## src/rtl/credit_link_pkg.sv

```systemverilog
package credit_link_pkg;
    typedef enum logic [1:0] {
        SND_FULL = 2'd0,
        SND_PART = 2'd1,
        SND_DRY  = 2'd2
    } snd_state_e;
endpackage

```

## src/rtl/cl_delay_line.sv

```systemverilog
module cl_delay_line #(
    parameter int W      = 1,
    parameter int STAGES = 1,
    parameter int OW     = 1
) (
    input  logic          clk,
    input  logic          rst,
    input  logic [W-1:0]  d,
    output logic [W-1:0]  q,
    output logic [OW-1:0] occ
);
    generate
        if (STAGES == 0) begin : g_wire
            assign q   = d;
            assign occ = '0;
        end else begin : g_regs
            logic [W-1:0] stg [STAGES];

            always_ff @(posedge clk) begin
                if (rst) begin
                    for (int i = 0; i < STAGES; i++) stg[i] <= '0;
                end else begin
                    stg[0] <= d;
                    for (int i = 1; i < STAGES; i++) stg[i] <= stg[i-1];
                end
            end

            // bit 0 of each stage marks a live entry
            always_comb begin
                occ = '0;
                for (int i = 0; i < STAGES; i++) occ = occ + OW'(stg[i][0]);
            end

            assign q = stg[STAGES-1];
        end
    endgenerate
endmodule

```

## src/rtl/cl_sender.sv

```systemverilog
module cl_sender
    import credit_link_pkg::*;
#(
    parameter int DEPTH = 4,
    parameter int CW    = $clog2(DEPTH + 1)
) (
    input  logic          clk,
    input  logic          rst,
    input  logic          src_valid,
    output logic          src_ready,
    input  logic          cred_in,
    output logic          send,
    output logic [CW-1:0] cnt
);
    snd_state_e    state, state_nx;
    logic [CW-1:0] cnt_nx;

    // state register
    always_ff @(posedge clk) begin
        if (rst) begin
            state <= SND_FULL;
            cnt   <= CW'(DEPTH);
        end else begin
            state <= state_nx;
            cnt   <= cnt_nx;
        end
    end

    // outputs
    always_comb begin
        unique case (state)
            SND_FULL: src_ready = 1'b1;
            SND_PART: src_ready = 1'b1;
            SND_DRY:  src_ready = cred_in;
            default:  src_ready = 1'b0;
        endcase
        send = src_valid && src_ready;
    end

    // next count and state
    always_comb begin
        cnt_nx = cnt + CW'(cred_in) - CW'(send);
        if (cnt_nx == CW'(DEPTH))  state_nx = SND_FULL;
        else if (cnt_nx == '0)     state_nx = SND_DRY;
        else                       state_nx = SND_PART;
    end

    AST_CNT_BOUND: assert property (@(posedge clk) disable iff (rst)
        cnt <= CW'(DEPTH));
    AST_NO_DRY_SEND: assert property (@(posedge clk) disable iff (rst)
        (cnt == '0 && !cred_in) |-> !send);
    AST_DRY_STATE: assert property (@(posedge clk) disable iff (rst)
        (state == SND_DRY) |-> (cnt == '0));
    AST_SWAP_HOLD: assert property (@(posedge clk) disable iff (rst)
        (send && cred_in) |=> $stable(cnt));
endmodule

```

## src/rtl/cl_rx_fifo.sv

```systemverilog
module cl_rx_fifo #(
    parameter int W     = 8,
    parameter int DEPTH = 4,
    parameter int LW    = $clog2(DEPTH + 1)
) (
    input  logic          clk,
    input  logic          rst,
    input  logic          wr_en,
    input  logic [W-1:0]  wr_data,
    output logic          rd_valid,
    output logic [W-1:0]  rd_data,
    input  logic          rd_ready,
    output logic          pop,
    output logic [LW-1:0] level
);
    localparam int AW = (DEPTH > 1) ? $clog2(DEPTH) : 1;

    logic [W-1:0]  mem [DEPTH];
    logic [AW-1:0] wp, rp;

    assign rd_valid = (level != '0);
    assign pop      = rd_valid && rd_ready;
    assign rd_data  = mem[rp];

    always_ff @(posedge clk) begin
        if (rst) begin
            wp    <= '0;
            rp    <= '0;
            level <= '0;
        end else begin
            if (wr_en) begin
                mem[wp] <= wr_data;
                wp      <= (wp == AW'(DEPTH - 1)) ? '0 : wp + 1'b1;
            end
            if (pop) rp <= (rp == AW'(DEPTH - 1)) ? '0 : rp + 1'b1;
            level <= level + LW'(wr_en) - LW'(pop);
        end
    end

    AST_NO_OVERFLOW: assert property (@(posedge clk) disable iff (rst)
        wr_en |-> (level < LW'(DEPTH)));
endmodule

```

## src/rtl/credit_link.sv

```systemverilog
module credit_link #(
    parameter int DW    = 8,
    parameter int LF    = 2,
    parameter int LB    = 1,
    parameter int DEPTH = 4
) (
    input  logic          clk,
    input  logic          rst,
    input  logic          src_valid,
    input  logic [DW-1:0] src_data,
    output logic          src_ready,
    output logic          snk_valid,
    output logic [DW-1:0] snk_data,
    input  logic          snk_ready
);
    localparam int FST = LF - 1;               // FIFO write is the last forward stage
    localparam int CW  = $clog2(DEPTH + 1);
    localparam int FOW = $clog2(FST + 2);
    localparam int BOW = $clog2(LB + 2);

    logic          send, cred, pop;
    logic [CW-1:0] cnt, level;
    logic [DW:0]   fwd_q;
    logic [FOW-1:0] f_occ;
    logic [BOW-1:0] b_occ;

    cl_sender #(.DEPTH(DEPTH), .CW(CW)) u_snd (
        .clk(clk), .rst(rst), .src_valid(src_valid), .src_ready(src_ready),
        .cred_in(cred), .send(send), .cnt(cnt)
    );

    cl_delay_line #(.W(DW + 1), .STAGES(FST), .OW(FOW)) u_fwd (
        .clk(clk), .rst(rst), .d({src_data, send}), .q(fwd_q), .occ(f_occ)
    );

    cl_rx_fifo #(.W(DW), .DEPTH(DEPTH), .LW(CW)) u_fifo (
        .clk(clk), .rst(rst), .wr_en(fwd_q[0]), .wr_data(fwd_q[DW:1]),
        .rd_valid(snk_valid), .rd_data(snk_data), .rd_ready(snk_ready),
        .pop(pop), .level(level)
    );

    cl_delay_line #(.W(1), .STAGES(LB), .OW(BOW)) u_bck (
        .clk(clk), .rst(rst), .d(pop), .q(cred), .occ(b_occ)
    );

    AST_CONSERVE: assert property (@(posedge clk) disable iff (rst)
        (int'(cnt) + int'(f_occ) + int'(level) + int'(b_occ)) == DEPTH);
endmodule

```

## config.mk

```make
export PLATFORM = sky130hd
export DESIGN_NAME = credit_link
export DESIGN_NICKNAME = d
export VERILOG_FILES = /design/src/rtl/credit_link_pkg.sv /design/src/rtl/cl_delay_line.sv /design/src/rtl/cl_sender.sv /design/src/rtl/cl_rx_fifo.sv /design/src/rtl/credit_link.sv
export SDC_FILE = /design/constraint.sdc
export NUM_CORES = 1
export LEC_CHECK = 0
export ABC_AREA = 1
export BUFFER_PORTS_ARGS = -buffer_cell sky130_fd_sc_hd__buf_4
export CAP_MARGIN = 10
export CELL_PAD_IN_SITES_DETAIL_PLACEMENT = 0
export CELL_PAD_IN_SITES_GLOBAL_PLACEMENT = 1
export CORE_MARGIN = 2
export CORE_UTILIZATION = 33
export DETAILED_ROUTE_END_ITERATION = 12
export PLACE_DENSITY = 0.69
export SETUP_SLACK_MARGIN = 0.2
export SLEW_MARGIN = 10
export SYNTH_ARGS = -nofsm -noshare
export SYNTH_HDL_FRONTEND = slang
export SYNTH_SLANG_ARGS = --single-unit
```

## constraint.sdc

```tcl
create_clock -name clk -period 3.14 [get_ports clk]
set_input_delay 0.314 -clock clk [delete_from_list [all_inputs] [get_ports clk]]
set_output_delay 0.314 -clock clk [all_outputs]
set_load 0.005 [all_outputs]
```

==> results_dict.tcl, run 1 <==
set metrics [dict create \
    outcome "completed" \
    multi_input_area_um2 583 \
    drt-wirelength-per-cell_um 11.9 \
    finalCritPeriodShare_pct 67.0 \
    ys_types 21 \
    worstMarginPinSlew_ns 0.789 \
    finalHoldViolations 0 \
    seq_area_mm2 0.00144 \
    netlist.area_leader.share_pct 43.9 \
    comb_power_share_pct 29.0 \
    grt_pass1_vias 1321 \
    io_pins 22 \
    synth_fa_ha_area_share_pct 6.98 \
    die_y_um 85.4 \
    cts_tree "yes" \
    reg2reg_depth 14 \
    avgSynthCellArea_um2 10.9 \
    pwr_density_cell_mw_per_mm2 745 \
    power_uw 1860 \
    grt_start_max_net_pins 19 \
    start_util_pct 34.3 \
    antenna_left 0 \
    cp_num_cells 4 \
    path_class "flip-flop to output port" \
    cts_hold_buf 0 \
    path_delay_family "flip-flops" \
    synth_top_family_by_area "simple AND/OR/NAND/NOR gates" \
    slew_headroom_pct 47.2 \
    synth_area_leaders "edfxtp_1, dfxtp_1, nor2_1, inv_1, ha_1" \
    synthSimpleGateAreaFrac_pct 11.4 \
    cts.htree.levels 2 \
    swShare_pct 31.8 \
    cp_num_buf_inv 2 \
    grt_antenna_before_repair 0 \
    stdcell_count 302 \
    place_inst 294 \
    ir_drop_mv 0.315 \
    area_delta_synth_final_pct 14.2 \
    rsz0062_at_grt "false" \
    min_period_ns 2.10 \
    drt_iter0_drc 25 \
    p_leak_uw 0.00104 \
    cts_root_buf "clkbuf_8" \
    routed_via_density 4.37 \
    synth_edf_count 32 \
    drt-total-wl_mm 3.59 \
    gp_congestion 0.675 \
    dr.pass1.iters 4 \
    cts.path.max_buffers 2 \
    cp-end-kind "output port" \
    cts.sinks 56 \
    num_rows 29 \
    cp-endpoint "snk_data[1]" \
    timing.rr.end "u_snd.state[1]" \
    insertedDiodeCount 0 \
    nFillCells 634 \
    drive_gt1_share_pct 15.1 \
    clockPowerShare_pct 20.8 \
    post_dp_cell_area_mm2 0.00241 \
    route.detailed.drc 0 \
    path_cells "inv_2, o21ai_0, o22ai_1, buf_4" \
    drv_slew 0 \
    finClkSkew_ns 0.00652 \
    holdCritPathClass "primary input to flip-flop" \
    p_int_uw 1270 \
    final_core_util_pct 39.1 \
    fin_setup_tns_ns 0 \
    cp_slowest_cell "dfxtp_1" \
    fp.dieW_um 85.4 \
    overflow 0 \
    portBuffers 21 \
    fin_area_mm2 0.00250 \
    synthMostInstantiatedCell "nor2_1" \
    hpwl_mm 2.54 \
    synth-seq-cells 56 \
    synthMuxAreaShare_pct 0 \
    synthFlopType "edfxtp_1" \
    synth_compound_area_share_pct 7.83 \
    grt_first_pass_wirelength_mm 6.25 \
    synth_top_area_cell "edfxtp_1" \
    syn-num-nets 223 \
    clock_latency_ns 0.30 \
    cpPeakStageDelay_ns 0.72 \
    switching_power_uw 592 \
    setup_viol 0 \
    synth-xor-area-share_pct 0.400 \
    arrival_ns 1.79 \
    dieArea_mm2 0.00730 \
    p_seq_share_pct 50.3 \
    ys_warn_count 0 \
    reg2reg_from "u_bck.g_regs.stg[0]" \
    r2r_setup_slack_ns 1.13 \
    dr_total_vias 1319 \
    synth_area_mm2 0.00219 \
    track_usage_pct 11.1 \
    path_max_fanout 17 \
    cts_resized 0 \
    synth_cells 200 \
    worstSetupStartpointType "flip-flop" \
    path_clk_slew_ns 0.10 \
    postSynth.asyncResetShare_pct 0 \
    post-cts-setup-buffer-count 0 \
    core-area_mm2 0.00639 \
    layout.nets 247 \
    synthTopCellsByCount "nor2_1, inv_1, edfxtp_1" \
    cp_data_required_time_ns 2.83 \
    maxCapViolations 0 \
    yosysSeqAreaShare_pct 65.9 \
    max_clock_freq_mhz 476 \
    cts_buffers 5 \
]
-- worst min path at each step --
stage / startpoint / cells past startpoint / slack (ns) / to
floorplan: src_data[0] / 2 / 0.42 / u_fwd.g_regs.stg[0][1]
global placement: u_fwd.g_regs.stg[0][8] / 0 / 0.46 / u_fifo.mem[2][7]
detailed placement: u_fwd.g_regs.stg[0][4] / 0 / 0.47 / u_fifo.mem[2][3]
CTS: src_data[6] / 3 / 0.20 / u_fwd.g_regs.stg[0][7]
global route: src_data[6] / 3 / 0.20 / u_fwd.g_regs.stg[0][7]
finish: src_data[1] / 3 / 0.21 / u_fwd.g_regs.stg[0][2]
-- per-stage QoR --
stage / setup WS [ns] / hold slack [ns]
2_1_floorplan: 1.28 / 0.421
3_5_place_dp: 1.14 / 0.469
5_1_grt: 0.877 / 0.197
6_report: 1.04 / 0.208
3_3_place_gp: 1.15 / 0.462
4_1_cts: 1.01 / 0.199
-- power groups by stage --
stage | Clock, µW | Sequential [µW] | Combinational, µW
after CTS | 399 | 939 | 549
after global routing | 432 | 951 | 632
after global placement | 0 | 954 | 545
after floorplan | 0 | 922 | 383
after detailed placement | 0 | 955 | 548
final | 387 | 936 | 539
-- registers in the layout, indices dropped and copies added (netlist names), named ones only --
register / flops
u_fifo.rp: 2
u_fwd.g_regs.stg: 9
u_fifo.mem: 32
u_fifo.level: 3
u_bck.g_regs.stg: 1
u_snd.cnt: 3
u_fifo.wp: 2
u_snd.state: 2
-- placed cells by master, fill, tap and decap left out, drive strengths merged --
master,count
dfxtp,24
nand2,13
xnor2,1
ha,9
a21oi,4
or2,2
inv,36
edfxtp,32
nand3b,1
o22ai,8
fa,2
clkinv,1
clkinvlp,1
nand3,4
buf,21
clkbuf,5
nor2,43
o21ai,18
-- worst register-to-register path: stages (launching register included) --
cell and delay, ns:
dfxtp_1 0.31, inv_1 0.06, or2_1 0.09, nand2_1 0.06, nand2_1 0.08, inv_1 0.05
ha_1 0.27, inv_1 0.04, ha_1 0.18, fa_1 0.41, inv_1 0.09, nand2_1 0.06
nand3_1 0.07, nand3_1 0.11, nor2_1 0.09
-- per-layer routing --
layer  track usage, %  part of all wire (%)  up-vias
met5                0                     0        -
met4             3.90                   1.3        0
met3             2.63                   3.8        6
met2             18.3                    47       23
met1             14.4                    48      594
li1                 -                     -      696
-- cell families (layout without fill, tap and decap cells) --
group / count (synthesis) / after routing
xor gates and xnor gates: 1 / 1
AOI/OAI and AO/OA: 30 / 30
buffers and inverters: 39 / 64
and+or+nand+nor: 63 / 63
DFF: 56 / 56
adders and majority gates: 11 / 11
-- cell type report --
| type | count | area share (%) |
|---|---|---|
| sequential | 56 | 57.7 |
| multi-input combinational | 105 | 23.3 |
| timing repair buffer | 21 | 6.31 |
| inverter | 35 | 5.26 |
| tap | 77 | 3.85 |
| clock buffer | 5 | 2.75 |
| clock inverter | 3 | 0.851 |
(Power assumes the default switching activity.)
==> run 2, diff against run 1 <==
--- a/config.mk
+++ b/config.mk
@@ -13,7 +13,7 @@
 export CORE_MARGIN = 2
 export CORE_UTILIZATION = 33
 export DETAILED_ROUTE_END_ITERATION = 12
-export PLACE_DENSITY = 0.69
+export PLACE_DENSITY = 0.72
 export SETUP_SLACK_MARGIN = 0.2
 export SLEW_MARGIN = 10
 export SYNTH_ARGS = -nofsm -noshare
==> constraint.sdc (replaced) <==
create_clock -name clk -period 1.75 [get_ports clk]
set_input_delay 0.175 -clock clk [delete_from_list [all_inputs] [get_ports clk]]
set_output_delay 0.175 -clock clk [all_outputs]
set_load 0.005 [all_outputs]
==> run 2 against run 1 <==
The run now ends with negative setup slack left. Clock-buffer cell count unchanged. Final area up 9.6%. Global-route usage down 0.36 points. Sequential share of layout area down 4.6 points. Sequential power up 79%. Power up 100%. Cell count up 5.6%. First-iteration DRC count up 68%. Register-to-register slack worse by 1.3 ns. Largest power group unchanged. Highest routed layer unchanged.
==> results_dict.tcl, run 2 (synthesis results as in run 1) <==
set metrics [dict create \
    fin_area_mm2 0.00274 \
    drt-total-wl_mm 3.70 \
    drt_iter0_drc 42 \
    portBuffers 21 \
    cts_buffers 5 \
    holdCritPathClass "primary input to flip-flop" \
    finalCritPeriodShare_pct 109 \
    ir_drop_mv 0.650 \
    path_class "flip-flop to flip-flop" \
    path_max_fanout 3 \
    io_pins 22 \
    hold_slack_ns 0.0664 \
    grt_pass1_vias 1376 \
    cts.sinks 56 \
    regMostFlops "u_fifo.mem" \
    maxCapViolations 0 \
    cts.htree.levels 2 \
    largest_reg_flops 32 \
    cts_root_buf "clkbuf_8" \
    core-area_mm2 0.00639 \
    arrival_ns 2.15 \
    die_y_um 85.4 \
    overflow 0 \
    clock_latency_ns 0.30 \
    fin_setup_tns_ns -0.482 \
    layout.nets 264 \
    dieArea_mm2 0.00730 \
    drt-wirelength-per-cell_um 11.6 \
    rsz0062_at_grt "true" \
    finClkSkew_ns 0.00635 \
    seq_area_mm2 0.00145 \
    num_rows 29 \
    setup_viol 4 \
    final_core_util_pct 42.9 \
    finalHoldViolations 0 \
    grt_antenna_before_repair 0 \
    cts_tree "yes" \
    cts.path.max_buffers 2 \
    violations "negative setup slack" \
    hpwl_mm 2.47 \
    gp_congestion 0.740 \
    cp_data_required_time_ns 1.99 \
    multi_input_area_um2 668 \
    track_usage_pct 10.8 \
    start_util_pct 34.3 \
    outcome "finished, violations left" \
    area_delta_synth_final_pct 25.2 \
    p_leak_uw 0.00113 \
    slew_headroom_pct 82.7 \
    path_clk_slew_ns 0.10 \
    worstMarginPinSlew_ns 0.259 \
    route.detailed.drc 0 \
    post_dp_cell_area_mm2 0.00251 \
    drv_slew 0 \
    cp-end-kind "flip-flop" \
    final_cell_mix "nor2_1, buf_4, edfxtp_1, inv_1, dfxtp_1" \
    cts_hold_buf 0 \
    fp.dieW_um 85.4 \
    largestRegisters "u_fifo.mem: 32 flops, u_fwd.g_regs.stg: 9 flops" \
    fin_ws_ns -0.159 \
    max_clock_freq_mhz 524 \
    final_common_cell "nor2_1" \
    nFillCells 636 \
    dr_total_vias 1395 \
    insertedDiodeCount 0 \
    min_period_ns 1.91 \
    pwr_density_cell_mw_per_mm2 1370 \
    grt_first_pass_wirelength_mm 6.09 \
    dr.pass1.iters 4 \
    antenna_left 0 \
    routed_via_density 4.37 \
    worstSetupStartpointType "flip-flop" \
    grt_start_max_net_pins 20 \
    drive_gt1_share_pct 32.6 \
]
run 2: cell count changes in the layout (fill, tap and decap cells not counted), moves of 3 or more:
cell     previous run  this run
buf_4              21        38
nand2_1            13         9
nand2_2             0         4
dfxtp_2             0         3
ha_1                9         5
dfxtp_1            24        19
inv_2               1         8
ha_4                0         4
inv_1              34        25
run 2: cell type report:
class	instances	area share, %
tap	77	3.52
inverter	35	5.12
timing repair buffer	38	10.4
clock inverter	3	1.01
clock buffer	5	2.51
sequential	56	53.0
multi-input combinational	105	24.4
run 2: critical path, cell delays in order (launching register included):
cell and delay [ns]:
dfxtp_2 0.33, inv_2 0.04, or2_1 0.10, nand2_2 0.07
nand2_2 0.08, inv_2 0.04, ha_4 0.25, inv_2 0.03
ha_4 0.15, fa_2 0.37, inv_2 0.07, nand2_1 0.04
nand3b_1 0.09, nand3_2 0.08, nor2_1 0.10
run 2: routing by layer:
layer  vias up  wire length [µm]  GRT usage, %  part of all wire [%]
li1        728                 -             -                     -
met4         0                25          3.75                  0.68
met1       646              1590          12.5                    43
met3         2               132          2.82                   3.6
met5         -                 0             0                     0
met2        19              1950          19.2                    53
run 2: timing repair:
action,CTS,global route
endpoints found under the setup margin,14,12
setup buffers,0,5
gates resized for setup,15,15
pin swaps,5,8
endpoints found under the hold margin,0,0
run 2: per-stage QoR:
stage / worst slack, ns / std cells / power [µW]
4_1_cts: -0.206 / 314 / 3610
3_5_place_dp: -0.213 / 306 / 2810
5_1_grt: -0.302 / 319 / 4050
2_1_floorplan: -0.0905 / 200 / 2360
3_3_place_gp: -0.133 / 306 / 2780
6_report: -0.159 / 319 / 3750
run 2: worst paths after layout:
path	end	from	slack [ns]	cells after the start
setup / recovery	u_snd.state[1]	u_bck.g_regs.stg[0]	-0.16	14
hold / removal	u_fwd.g_regs.stg[0][5]	src_data[4]	0.07	3
setup reg to reg	u_snd.state[1]	u_bck.g_regs.stg[0]	-0.16	14
hold reg to reg	u_fifo.mem[3][5]	u_fwd.g_regs.stg[0][6]	0.48	0
run 2: report_power, final:
| part | internal [µW] | switching [µW] |
|---|---|---|
| clock network | 294 | 423 |
| registers | 1560 | 122 |
| logic | 688 | 662 |
| total | 2540 | 1210 |
==> run 3, diff against run 2 <==
--- a/config.mk
+++ b/config.mk
@@ -13,6 +13,7 @@
 export CORE_MARGIN = 2
 export CORE_UTILIZATION = 33
 export DETAILED_ROUTE_END_ITERATION = 12
+export GPL_TIMING_DRIVEN = 0
 export PLACE_DENSITY = 0.72
 export SETUP_SLACK_MARGIN = 0.2
 export SLEW_MARGIN = 10
==> run 3 against run 2 <==
The run still ends with negative setup slack left. Highest routed layer unchanged. Cell count is 1.3% higher. Register-to-register slack barely moved. Clock-buffer cell count is the same.
==> results_dict.tcl, run 3 (synthesis results as in run 1) <==
set metrics [dict create \
    portBuffers 20 \
    cp_slowest_cell "fa_2" \
    cts.htree.levels 2 \
    rsz0062_at_grt "true" \
    largest_reg_flops 32 \
    slew_headroom_pct 65.1 \
    clock_latency_ns 0.30 \
    route.detailed.drc 0 \
    fin_ws_ns -0.150 \
    worstMarginPinSlew_ns 0.523 \
    outcome "finished, violations left" \
    overflow 0 \
    final_cell_mix "buf_4, nor2_1, edfxtp_1, inv_1, dfxtp_1" \
    hpwl_mm 2.39 \
    insertedDiodeCount 0 \
    reg2reg_depth 12 \
    grt_start_max_net_pins 19 \
    arrival_ns 2.14 \
    regMostFlops "u_fifo.mem" \
    timing.rr.end "u_snd.state[1]" \
    antenna_left 0 \
    post_dp_cell_area_mm2 0.00245 \
    cts_buffers 5 \
    routed_via_density 4.38 \
    finClkSkew_ns 0.00241 \
    path_clk_slew_ns 0.09 \
    drive_gt1_share_pct 32.9 \
    core-area_mm2 0.00639 \
    maxCapViolations 0 \
    ir_drop_mv 0.729 \
    drt_iter0_drc 64 \
    grt_pass1_vias 1390 \
    start_util_pct 34.3 \
    drt-total-wl_mm 3.74 \
    pwr_density_cell_mw_per_mm2 1370 \
    cts_tree "yes" \
    cts.sinks 56 \
    holdCritPathClass "primary input to flip-flop" \
    min_path_cells 3 \
    finalCritPeriodShare_pct 109 \
    finalHoldViolations 0 \
    cp_num_buf_inv 4 \
    p_leak_uw 0.00114 \
    gp_congestion 0.720 \
    layout.nets 268 \
    num_rows 29 \
    grt_first_pass_wirelength_mm 6.04 \
    dr_total_vias 1416 \
    setup_viol 4 \
    path_delay_family "adder cells" \
    io_pins 22 \
    worstHoldStart "src_data[3]" \
    dr.pass1.iters 4 \
    path_class "flip-flop to flip-flop" \
    dieArea_mm2 0.00730 \
    track_usage_pct 10.9 \
    area_delta_synth_final_pct 25.7 \
    path_max_fanout 2 \
    drt-wirelength-per-cell_um 11.6 \
    drv_slew 0 \
    die_y_um 85.4 \
    cpPeakStageDelay_ns 0.46 \
    cp_data_required_time_ns 1.99 \
    violations "negative setup slack" \
    post-place-ws_ns -0.230 \
    worstSetupStartpointType "flip-flop" \
    reg2reg_from "u_bck.g_regs.stg[0]" \
    hold_end "u_fwd.g_regs.stg[0][4]" \
    cts_hold_buf 0 \
    max_clock_freq_mhz 526 \
    cp-end-kind "flip-flop" \
    fin_area_mm2 0.00275 \
    largestRegisters "u_fifo.mem: 32 flops, u_fwd.g_regs.stg: 9 flops" \
    path_cells "inv_2, or2_1, nand2_1, nand2_1, inv_1, ha_1, inv_2, ha_4, fa_2, nor2_4, inv_1, nor2_1" \
    r2r_setup_slack_ns -0.15 \
    min_period_ns 1.90 \
    cts_root_buf "clkbuf_8" \
    final_core_util_pct 43.1 \
    grt_antenna_before_repair 0 \
    fp.dieW_um 85.4 \
    final_common_cell "buf_4" \
    cts.path.max_buffers 2 \
]
[run 3: worst max-delay path by stage]
stage	slack (ns)	to	depth (start not counted)	from
floorplan	-0.09	u_snd.state[1]	12	u_bck.g_regs.stg[0]
global placement	-0.24	u_snd.state[1]	14	u_bck.g_regs.stg[0]
finish	-0.15	u_snd.state[1]	12	u_bck.g_regs.stg[0]
global route	-0.28	u_snd.state[1]	12	u_bck.g_regs.stg[0]
CTS	-0.20	u_snd.state[1]	12	u_bck.g_regs.stg[0]
detailed placement	-0.23	u_snd.state[1]	14	u_bck.g_regs.stg[0]
[run 3: worst register-to-register path, cell delays in order (launching register included)]
cell and delay [ns]:
dfxtp_2 0.33, inv_2 0.03, or2_1 0.19, nand2_1 0.07
nand2_1 0.07, inv_1 0.06, ha_1 0.23, inv_2 0.07
ha_4 0.12, fa_2 0.46, nor2_4 0.10, inv_1 0.04
nor2_1 0.08
[run 3: per-layer routing]
layer / vias to the layer above / global-route usage (%) / part of all wire (%)
met5: - / 0 / 0
met3: 2 / 3.21 / 5.1
li1: 736 / - / -
met2: 30 / 20.2 / 53
met4: 0 / 3.03 / 0.53
met1: 648 / 12.0 / 41
[run 3: where the power goes]
part / switching [µW] / total, µW / internal [µW]
clock: 398 / 686 / 287
sequential: 111 / 1670 / 1560
combinational: 680 / 1420 / 742
total: 1190 / 3780 / 2590
[run 3: area by class of cell]
cell class	count	area, µm²
inverter	35	134
multi-input combinational	105	656
buffer	4	36.3
sequential	56	1450
timing repair buffer	38	285
clock inverter	3	22.5
tap	77	96.3
clock buffer	5	68.8
fill	608	3640
[run 3: timing repair]
action / 4_1_cts / 5_1_grt
resized for setup: 20 / 7
pin swaps: 8 / 2
endpoints found under the setup margin: 46 / 12
setup buffers: 15 / 3
[run 3: per-stage QoR]
step,hold WS (ns),cells,total power [µW],setup TNS [ns]
floorplan,0.282,200,2360,-0.231
global placement,0.382,297,2740,-1.05
detailed placement,0.385,297,2740,-0.811
CTS,0.0653,320,3710,-0.542
finish,0.0696,323,3780,-0.438
global route,0.0624,323,4060,-1.00
